## config.mk

```make
export PLATFORM = sky130hd
export DESIGN_NAME = dbg_suspend_ctrl
export DESIGN_NICKNAME = d
export VERILOG_FILES = /design/src/rtl/dbg_suspend_ctrl.sv
export SDC_FILE = /design/constraint.sdc
export NUM_CORES = 1
export LEC_CHECK = 0
export CAP_MARGIN = 10
export CORE_UTILIZATION = 25
export CTS_CLUSTER_DIAMETER = 100
export DETAILED_ROUTE_END_ITERATION = 8
export DONT_BUFFER_PORTS = 1
export PLACE_DENSITY_LB_ADDON = 0.1
export SETUP_SLACK_MARGIN = 0.1
export SYNTH_ARGS = -nofsm -noshare
export SYNTH_HDL_FRONTEND = slang
export SYNTH_SLANG_ARGS = --single-unit
export TNS_END_PERCENT = 1
```

## constraint.sdc

```tcl
create_clock -name clk -period 1.4 [get_ports clk]
set_input_delay 0.28 -clock clk [delete_from_list [all_inputs] [get_ports clk]]
set_output_delay 0.28 -clock clk [all_outputs]
set_load 0.005 [all_outputs]
```

## src/rtl/dbg_suspend_ctrl.sv

```systemverilog
module dbg_suspend_ctrl #(
  parameter int NCH = 4,
  parameter int NBM = 2,
  parameter int DW  = 16
) (
  input  logic           clk,
  input  logic           rst_n,
  input  logic           sus_req,
  input  logic [NCH-1:0] xfer_busy,
  input  logic [NBM-1:0] bus_busy,
  input  logic           reg_wr,
  input  logic           reg_addr,
  input  logic [DW-1:0]  reg_wdata,
  output logic [DW-1:0]  reg_rdata,
  output logic [NCH-1:0] hold,
  output logic           sus_ack
);
  logic [NCH-1:0] en_q, act_q, en_nx, act_nx;
  logic           ack_q, en_wr, ack_nx;

  assign en_wr  = reg_wr && (reg_addr == 1'b0);
  assign en_nx  = en_wr ? reg_wdata[NCH-1:0] : en_q;
  assign act_nx = {NCH{sus_req}} & en_nx & (act_q | ~xfer_busy);
  assign ack_nx = sus_req && !(|bus_busy) && (&(act_nx | ~en_nx));

  always_ff @(posedge clk or negedge rst_n) begin
    if (!rst_n) begin
      en_q  <= '0;
      act_q <= '0;
      ack_q <= 1'b0;
    end else begin
      en_q  <= en_nx;
      act_q <= act_nx;
      ack_q <= ack_nx;
    end
  end

  always_comb begin
    reg_rdata = '0;
    reg_rdata[NCH-1:0] = reg_addr ? act_q : en_q;
  end

  generate
    if (DW > NCH) begin : g_pad
      logic unused_hi;
      assign unused_hi = ^reg_wdata[DW-1:NCH];
    end
  endgenerate

  assign hold    = act_q;
  assign sus_ack = ack_q;
endmodule

```

==> flow_metrics.py, run 1 <==
metrics = {
    "status": {
        "status": "complete, no violations",
    },
    "timing": {
        "fin_crit_ns": 1.27,
        "rsz0062_at_grt": "no",
        "fin_ws_ns": 0.133,
        "slew_viol_final": 0,
        "fin_skew_ns": 0.00435,
        "max_freq_mhz": 789,
        "setup_viol": 0,
        "finalHoldViolCount": 0,
        "tns_ns": 0,
        "min_period_over_period": 0.905,
    },
    "layout": {
        "finalNonFillerCells": 80,
        "antenna_cells": 0,
        "areaGrowthSynthToFinish_pct": 2.83,
        "fin_nets": 81,
        "drive_above_1_share": 0.170,
    },
    "critical_path": {
        "worstPathArrival_ns": 0.99,
        "cp_slowest_cell": "dfrtp_1",
        "cp_slowest_stage_delay_ns": 0.40,
        "path_delay_family": "flip-flops",
        "start_kind": "flop",
        "worstPathCellList": "mux2_1",
        "path_max_fanout": 3,
        "critPathRequiredTime_ns": 1.12,
        "endpoint_kind": "output pin",
        "critical_path_class": "flop to output pin",
        "cp_num_buf_inv": 0,
    },
    "cts": {
        "cts.sinks": 9,
        "cts_made_buffers": 3,
        "cts_tree": "yes",
        "clk_path_buf_depth": 2,
        "cts_htree_levels": 1,
        "cts.clk_slew.worst_paths_ns": 0.06,
        "cts_root_buf": "clkbuf_4",
        "postCtsSetupBuffers": 0,
        "clk_latency_ns": 0.26,
    },
    "grt": {
        "grt_first_pass_wirelength_mm": 1.08,
        "grt_max_degree": 10,
        "grt_pass1_vias": 242,
        "antenna_found_initial": 0,
        "track_usage": 0.0765,
        "grt_overflow_total": 0,
    },
    "place": {
        "dpl.hpwl_um": 731,
        "dp_cells": 75,
        "place.gp.congestion": 0.663,
        "dp_slack_ns": 0.141,
        "port_buffers": 0,
    },
    "drt": {
        "drc_errors": 0,
        "drt-vias-per-instance": 3.86,
        "wl_per_cell_um": 11.5,
        "drt_wl_total_um": 922,
        "first_pass_iters": 1,
        "drtIter0Drc": 0,
        "vias": 309,
        "ant_nets": 0,
    },
    "logic_synthesis": {
        "synth_cell_types": 16,
        "ys_ff_latch": 9,
        "yosys-top-cells-count": "buf_4, dfrtp_1, inv_1, mux2_1, nand2b_1",
        "synth_edf_count": 0,
        "yosysTopAreaCellShare": 0.425,
        "syn_avg_cell_area_um2": 10.6,
        "synth_top_area_cell": "dfrtp_1",
        "ys_warn_count": 0,
        "synth-seq-area-share": 0.425,
        "ys.flop_type": "dfrtp_1",
        "yosys-top-cells-area": "dfrtp_1, buf_4, mux2_1",
        "post-synth-top-count-cell": "buf_4",
        "async_reset_ff_frac": 1.00,
        "synth_area_um2": 531,
        "netlist_instances": 50,
    },
    "worst_hold_path": {
        "hold_path_class": "input pin to flop",
    },
    "run": {
        "maxCapViolCount": 0,
    },
    "floorplanning": {
        "core_um2": 1980,
        "dieArea_um2": 2310,
        "dieWidth_um": 48.1,
        "rows": 16,
        "die_h_um": 48.1,
        "io_pins": 48,
        "start_util": 0.268,
    },
    "power": {
        "total_leakage_power_nw": 0.290,
        "p_per_area_nw_per_um2": 1100,
        "vdd_drop_max_mv": 0.310,
    },
}
## placed cells by master (no fill, tap or decap), drive strengths merged
master / netlist / routed
and3: 3 / 3
clkbuf: 0 / 4
conb: 1 / 12
dfrtp: 9 / 9
dlygate4sd3: 0 / 1
inv: 5 / 5
mux2: 4 / 4
mux2i: 4 / 4
nand2b: 4 / 4
nor2: 3 / 3
nor3: 1 / 1
o21ai: 1 / 1
o22ai: 1 / 1
o311ai: 1 / 1
## state kept, by name (all words and copies together), names as in the netlist
| register | flops |
|---|---|
| hold | 4 |
| sus_ack | 1 |
| en_q | 4 |
## path summary, 6_finish.rpt
check	startpoint	to	slack [ns]	cells past startpoint
worst min-delay path	sus_req	hold[1]	0.15	2
worst min register to register	en_q[2]	en_q[2]	0.52	2
worst max register to register	hold[2]	sus_ack	0.44	3
max in group asynchronous	rst_n	hold[1]	0.69	1
worst max-delay path	hold[3]	reg_rdata[3]	0.13	1
min in group asynchronous	rst_n	hold[2]	0.39	1
## cell families (layout without fill, tap and decap cells)
kind of cell           after synthesis  count (layout)  share of synthesized area
multiplexers                         8               8                      0.167
other                                1              12                    0.00707
AND/OR/NAND/NOR                     11              11                      0.123
flip-flops                           9               9                      0.425
buffers and inverters               18              10                      0.226
AO/OA/AOI/OAI                        3               3                     0.0519
## power breakdown
group	switching, mW	total (mW)	leakage, nW	internal (mW)
Combinational	0.0539	0.0952	0.163	0.0414
Clock	0.0914	0.201	0.0150	0.110
Sequential	0.0171	0.305	0.113	0.287
Total	0.162	0.601	0.290	0.439
## area by class of cell
cell class,instances,area [um2]
well taps,27,33.8
fillers,216,1440
repair buffers,1,10.0
flip-flops and latches,9,226
inverters,5,18.8
clock buffers,4,26.3
multi-input cells,34,230
## per-layer routing
| layer | GRT usage | routed length, um | up-vias |
|---|---|---|---|
| met1 | 0.0866 | 355 | 141 |
| met2 | 0.105 | 471 | 24 |
| li1 | - | - | 144 |
| met5 | 0 | 0 | - |
| met3 | 0.0377 | 96 | 0 |
| met4 | 0.0667 | 0 | 0 |
## repair_timing
action / CTS / global route
hold endpoints to repair: 9 / 0
endpoints found under the setup margin: 1 / 1
hold buffers: 1 / 0
gates resized for setup: 1 / 2
## per-stage QoR
step,hold slack [ns],cell area (um2),power [mW],utilization
2_1_floorplan,-0.0156,572,0.406,-
3_3_place_gp,-0.0154,504,0.395,0.254
3_5_place_dp,-0.0154,504,0.395,0.254
4_1_cts,0.138,541,0.607,0.273
5_1_grt,0.136,546,0.638,0.275
6_report,0.149,546,0.601,0.275
(Power assumes the default switching activity.)
==> run 2: changes to the inputs <==
- ABC_AREA: not set -> 1
- GPL_ROUTABILITY_DRIVEN: not set -> 0
==> run 2 against run 1 <==
Effect of this change: first-iteration DRC count rose by 8; clock power increased by 2%; via count rose by 40%; sequential power decreased by 3%; cell count rose by 36%; combinational power grew 8%; critical endpoint is now reg_rdata[2]; largest power group unchanged.
==> flow_metrics.py, run 2 <==
metrics = {
    "status": {
        "status": "complete, no violations",
    },
    "place": {
        "dpl.hpwl_um": 873,
        "dp_cells": 104,
        "port_buffers": 0,
    },
    "worst_hold_path": {
        "hold_path_class": "input pin to flop",
        "min_path_cells": 2,
    },
    "drt": {
        "drtIter0Drc": 8,
        "vias": 432,
        "drc_errors": 0,
        "drt-vias-per-instance": 3.96,
        "wl_per_cell_um": 10.4,
        "drt_wl_total_mm": 1.14,
        "first_pass_iters": 2,
        "ant_nets": 0,
    },
    "layout": {
        "antenna_cells": 0,
        "final_common_cell": "nand2_1",
        "drive_above_1_share": 0.123,
        "seq_area_um2": 225,
        "fill_cells": 255,
        "final_cell_mix": "nand2_1, inv_1, conb_1",
        "multi_input_area_um2": 240,
        "fin_nets": 109,
        "areaGrowthSynthToFinish_pct": 1.93,
        "finalNonFillerCells": 109,
    },
    "logic_synthesis": {
        "yosys-top-cells-count": "nand2_1, buf_4, inv_1, dfrtp_1, o21ai_0",
        "netlist_instances": 78,
        "synth_cell_types": 18,
        "synth-seq-area-share": 0.386,
        "async_reset_ff_frac": 1.00,
        "post-synth-top-count-cell": "nand2_1",
        "synth_top_area_cell": "dfrtp_1",
        "yosysTopAreaCellShare": 0.386,
        "yosys-top-cells-area": "dfrtp_1, buf_4, nand2_1",
        "synth_area_um2": 583,
        "synth_edf_count": 0,
        "ys_warn_count": 0,
        "ys_ff_latch": 9,
        "syn_avg_cell_area_um2": 7.48,
        "ys.flop_type": "dfrtp_1",
    },
    "critical_path": {
        "reg2reg_slack_ns": 0.41,
        "endpoint_kind": "output pin",
        "r2r-end": "sus_ack",
        "path_max_fanout": 2,
        "r2r-start": "hold[3]",
        "r2r_cells": 4,
        "worstPathArrival_ns": 0.86,
        "start_kind": "flop",
        "critical_path_class": "flop to output pin",
        "crit_end": "reg_rdata[2]",
        "critPathRequiredTime_ns": 1.12,
        "setup.worst_path.start": "en_q[2]",
    },
    "cts": {
        "cts_root_buf": "clkbuf_4",
        "cts.sinks": 9,
        "postCtsSetupBuffers": 0,
        "cts_made_buffers": 3,
        "cts_htree_levels": 1,
        "cts.clk_slew.worst_paths_ns": 0.07,
        "clk_path_buf_depth": 2,
        "cts_tree": "yes",
        "ctsResizeCount": 0,
        "clk_latency_ns": 0.27,
    },
    "grt": {
        "grt_first_pass_wirelength_mm": 1.86,
        "antenna_found_initial": 0,
        "grt_overflow_total": 0,
        "track_usage": 0.106,
        "grt_pass1_vias": 412,
        "grt_max_degree": 10,
    },
    "timing": {
        "max_freq_mhz": 878,
        "min_period_over_period": 0.813,
        "rsz0062_at_grt": "no",
        "fin_skew_ns": 0.00981,
        "tns_ns": 0,
        "slew_viol_final": 0,
        "fin_crit_ns": 1.14,
        "finalHoldViolCount": 0,
        "setup_viol": 0,
    },
    "power": {
        "comb_power_share": 0.170,
        "switching_share": 0.291,
        "p_per_area_nw_per_um2": 1020,
        "vdd_drop_max_mv": 0.553,
        "clockPowerShare": 0.339,
        "intPower_mw": 0.429,
        "power_frac_seq": 0.491,
        "total_leakage_power_nw": 0.339,
        "p_switching_mw": 0.176,
    },
    "floorplanning": {
        "io_pins": 48,
        "rows": 17,
        "start_util": 0.264,
        "core_um2": 2210,
        "dieArea_um2": 2530,
        "die_h_um": 50.3,
        "dieWidth_um": 50.3,
    },
    "run": {
        "maxCapViolCount": 0,
    },
}
-- run 2: cell types whose count changed after synthesis, moves of 3 or more --
cell,change
nand2_1,+20
inv_1,+8
mux2_1,-4
nand2b_1,-4
nand3_1,+4
o21ai_0,+4
and3_1,-3
mux2i_1,-3
-- run 2: layer usage --
metal  routed length (um)  up-vias  share of wire  global-route usage
met3                  130        5           0.11              0.0576
met2                  505       23           0.44               0.158
met1                  475      186           0.42               0.115
met5                    0        -              0                   0
met4                   27        0          0.024              0.0694
li1                     -      218              -                   -
-- run 2: repair_timing --
item	4_1_cts	5_1_grt
setup endpoints to repair	0	0
hold endpoints to repair	9	0
hold buffers	1	0
-- run 2: power by group through the flow --
stage / clock network, mW / logic (mW) / registers [mW]
detailed placement: 0 / 0.0958 / 0.302
global route: 0.230 / 0.121 / 0.300
finish: 0.205 / 0.103 / 0.297
CTS: 0.214 / 0.104 / 0.297
global placement: 0 / 0.0958 / 0.303
floorplan: 0 / 0.112 / 0.300
-- run 2: stage by stage --
stage / area [um2] / hold slack, ns / utilization / power [mW] / setup slack [ns]
after global routing: 594 / 0.143 / 0.269 / 0.652 / 0.191
after floorplan: 624 / -0.0156 / - / 0.412 / 0.484
after detailed placement: 558 / -0.0154 / 0.252 / 0.398 / 0.409
final: 594 / 0.151 / 0.269 / 0.604 / 0.261
after CTS: 594 / 0.143 / 0.269 / 0.616 / 0.235
after global placement: 558 / -0.0154 / 0.252 / 0.398 / 0.387
-- run 2: logic make-up after synthesis --
group / Yosys count / synth area share
AOI/OAI and AO/OA: 6 / 0.0515
and+or+nand+nor: 35 / 0.283
DFF: 9 / 0.386
buffers and inverters: 27 / 0.273
other: 1 / 0.00643
-- run 2: cell type report --
type | count | share of cell area
well taps | 28 | 0.0589
multi-input cells | 53 | 0.404
inverters | 14 | 0.0968
clock buffers | 4 | 0.0442
repair buffers | 1 | 0.0168
flip-flops and latches | 9 | 0.379
-- run 2: how the worst min path moves through the flow --
stage               slack, ns  startpoint       to
floorplan               -0.02       rst_n  en_q[0]
global placement        -0.02       rst_n  hold[3]
detailed placement      -0.02       rst_n  hold[3]
CTS                      0.14     sus_req  hold[1]
global route             0.14     sus_req  hold[1]
finish                   0.15     sus_req  hold[1]
-- run 2: critical path, stage by stage, from the launching register on --
cell and delay, ns:
dfrtp_1 0.32, inv_1 0.05, o21ai_0 0.22
==> run 3: changes to the inputs <==
- clock period: 1.4 -> 1 ns (I/O delays scaled with it)
==> run 3 against run 2 <==
Effect of this change: highest routed layer unchanged; sequential share of layout area shrank 2.1 points; critical endpoint is now reg_rdata[0]; global-route usage shrank 0.45 points; clock skew down 0.0085 ns; worst setup slack got worse by 0.32 ns; non-clock buffer count rose by 2; combinational power up 59%; the flow now finishes with violations (negative setup slack).
==> flow_metrics.py, run 3 (synthesized netlist as in run 2, its figures left out) <==
metrics = {
    "status": {
        "status": "finished with violations",
        "violations": "negative setup slack",
    },
    "critical_path": {
        "critPathRequiredTime_ns": 0.80,
        "path_max_fanout": 2,
        "cp_slowest_stage_delay_ns": 0.38,
        "worst_path_most_repeated_cell": "nand2_2",
        "cp_num_buf_inv": 1,
        "worstPathArrival_ns": 0.86,
        "path_delay_family": "flip-flops",
        "worstPathCellList": "buf_6 -> nand2_2 -> nand2_2",
        "cp_slowest_cell": "dfrtp_1",
        "endpoint_kind": "output pin",
        "start_kind": "flop",
        "critical_path_class": "flop to output pin",
    },
    "floorplanning": {
        "io_pins": 48,
        "dieArea_um2": 2530,
        "rows": 17,
        "dieWidth_um": 50.3,
        "die_h_um": 50.3,
        "core_um2": 2210,
        "start_util": 0.264,
    },
    "timing": {
        "finalHoldViolCount": 0,
        "fin_skew_ns": 0.00130,
        "max_freq_mhz": 946,
        "min_period_over_period": 1.06,
        "tns_ns": -0.0807,
        "fin_crit_ns": 1.06,
        "setup_viol": 2,
        "slew_viol_final": 0,
        "rsz0062_at_grt": "yes",
        "fin_ws_ns": -0.0569,
    },
    "power": {
        "vdd_drop_max_mv": 0.896,
        "p_per_area_nw_per_um2": 1350,
        "p_switching_mw": 0.236,
        "total_leakage_power_nw": 0.355,
        "switching_share": 0.278,
        "power_frac_seq": 0.490,
        "clockPowerShare": 0.317,
        "comb_power_share": 0.193,
        "intPower_mw": 0.612,
        "p_total_mw": 0.848,
    },
    "layout": {
        "finalNonFillerCells": 111,
        "areaGrowthSynthToFinish_pct": 7.94,
        "drive_above_1_share": 0.205,
        "fill_cells": 262,
        "final_common_cell": "nand2_1",
        "antenna_cells": 0,
        "final_cell_mix": "nand2_1, inv_1, conb_1",
        "fin_nets": 111,
        "finalInstanceArea_um2": 629,
    },
    "cts": {
        "cts_made_buffers": 3,
        "clk_path_buf_depth": 2,
        "cts_htree_levels": 1,
        "cts.clk_slew.worst_paths_ns": 0.06,
        "cts_tree": "yes",
        "clk_latency_ns": 0.25,
        "cts_root_buf": "clkbuf_4",
        "cts.sinks": 9,
    },
    "place": {
        "dpl.hpwl_um": 893,
        "dpl_cell_area_um2": 566,
        "port_buffers": 0,
        "dp_slack_ns": 0.0933,
        "dp_cells": 105,
    },
    "drt": {
        "wl_per_cell_um": 10.3,
        "vias": 442,
        "drt_wl_total_mm": 1.15,
        "drtIter0Drc": 0,
        "first_pass_iters": 1,
        "ant_nets": 0,
        "drc_errors": 0,
        "drt-vias-per-instance": 3.98,
    },
    "grt": {
        "grt_first_pass_wirelength_mm": 1.78,
        "grt_max_degree": 10,
        "antenna_found_initial": 0,
        "grt_pass1_vias": 415,
        "track_usage": 0.101,
        "grt_overflow_total": 0,
    },
    "run": {
        "maxCapViolCount": 0,
    },
    "worst_hold_path": {
        "hold_path_class": "input pin to flop",
    },
}
## run 3: cell types whose count changed in the layout (fill, tap and decap cells not counted), sizes merged
cell / before / now
buf: 0 / 2
## run 3: power groups by stage
stage | Sequential (mW) | Clock (mW) | Combinational (mW)
global route | 0.420 | 0.302 | 0.189
CTS | 0.416 | 0.288 | 0.167
floorplan | 0.420 | 0 | 0.157
global placement | 0.423 | 0 | 0.139
detailed placement | 0.423 | 0 | 0.138
finish | 0.416 | 0.269 | 0.164
## run 3: stage by stage
| stage | util | hold WS [ns] |
|---|---|---|
| floorplan | - | -0.0956 |
| global placement | 0.256 | -0.0954 |
| detailed placement | 0.256 | -0.0954 |
| CTS | 0.285 | 0.0594 |
| global route | 0.285 | 0.0651 |
| finish | 0.285 | 0.0699 |
## run 3: layout make-up
class | count | area, um2 | area share
repair buffers | 3 | 28.8 | 0.0457
well taps | 28 | 35.0 | 0.0557
inverters | 14 | 57.6 | 0.0915
clock buffers | 4 | 26.3 | 0.0417
flip-flops and latches | 9 | 225 | 0.358
multi-input cells | 53 | 256 | 0.408
## run 3: final timing paths
path | startpoint | endpoint | slack (ns) | cells past startpoint
max in group asynchronous | rst_n | hold[0] | 0.39 | 1
min in group asynchronous | rst_n | hold[3] | 0.32 | 1
worst min register to register | en_q[0] | en_q[0] | 0.53 | 2
worst min-delay path | sus_req | hold[0] | 0.07 | 2
worst max-delay path | hold[0] | reg_rdata[0] | -0.06 | 3
worst max register to register | hold[0] | sus_ack | 0.07 | 5
## run 3: routing by layer
layer / track usage / vias up / part of all wire
met5: 0 / - / 0
met4: 0.0278 / 0 / 0.0070
met3: 0.0727 / 2 / 0.11
met2: 0.158 / 20 / 0.44
met1: 0.109 / 198 / 0.44
li1: - / 222 / -
## run 3: worst reg2reg max path, delay by kind of cell, from the launching register on
family	cells	cell delay (ns)
AOI/OAI and AO/OA	1	0.12
and+or+nand+nor	3	0.18
DFF	1	0.38
buffers and inverters	1	0.14
## run 3: repair_timing
| item | in CTS | in global routing |
|---|---|---|
| resized for setup | 10 | 0 |
| buffers inserted | 1 | 0 |
| endpoints found under the hold margin | 9 | 0 |
| hold buffers | 1 | 0 |
| pin swaps | 7 | 0 |
| endpoints found under the setup margin | 6 | 6 |
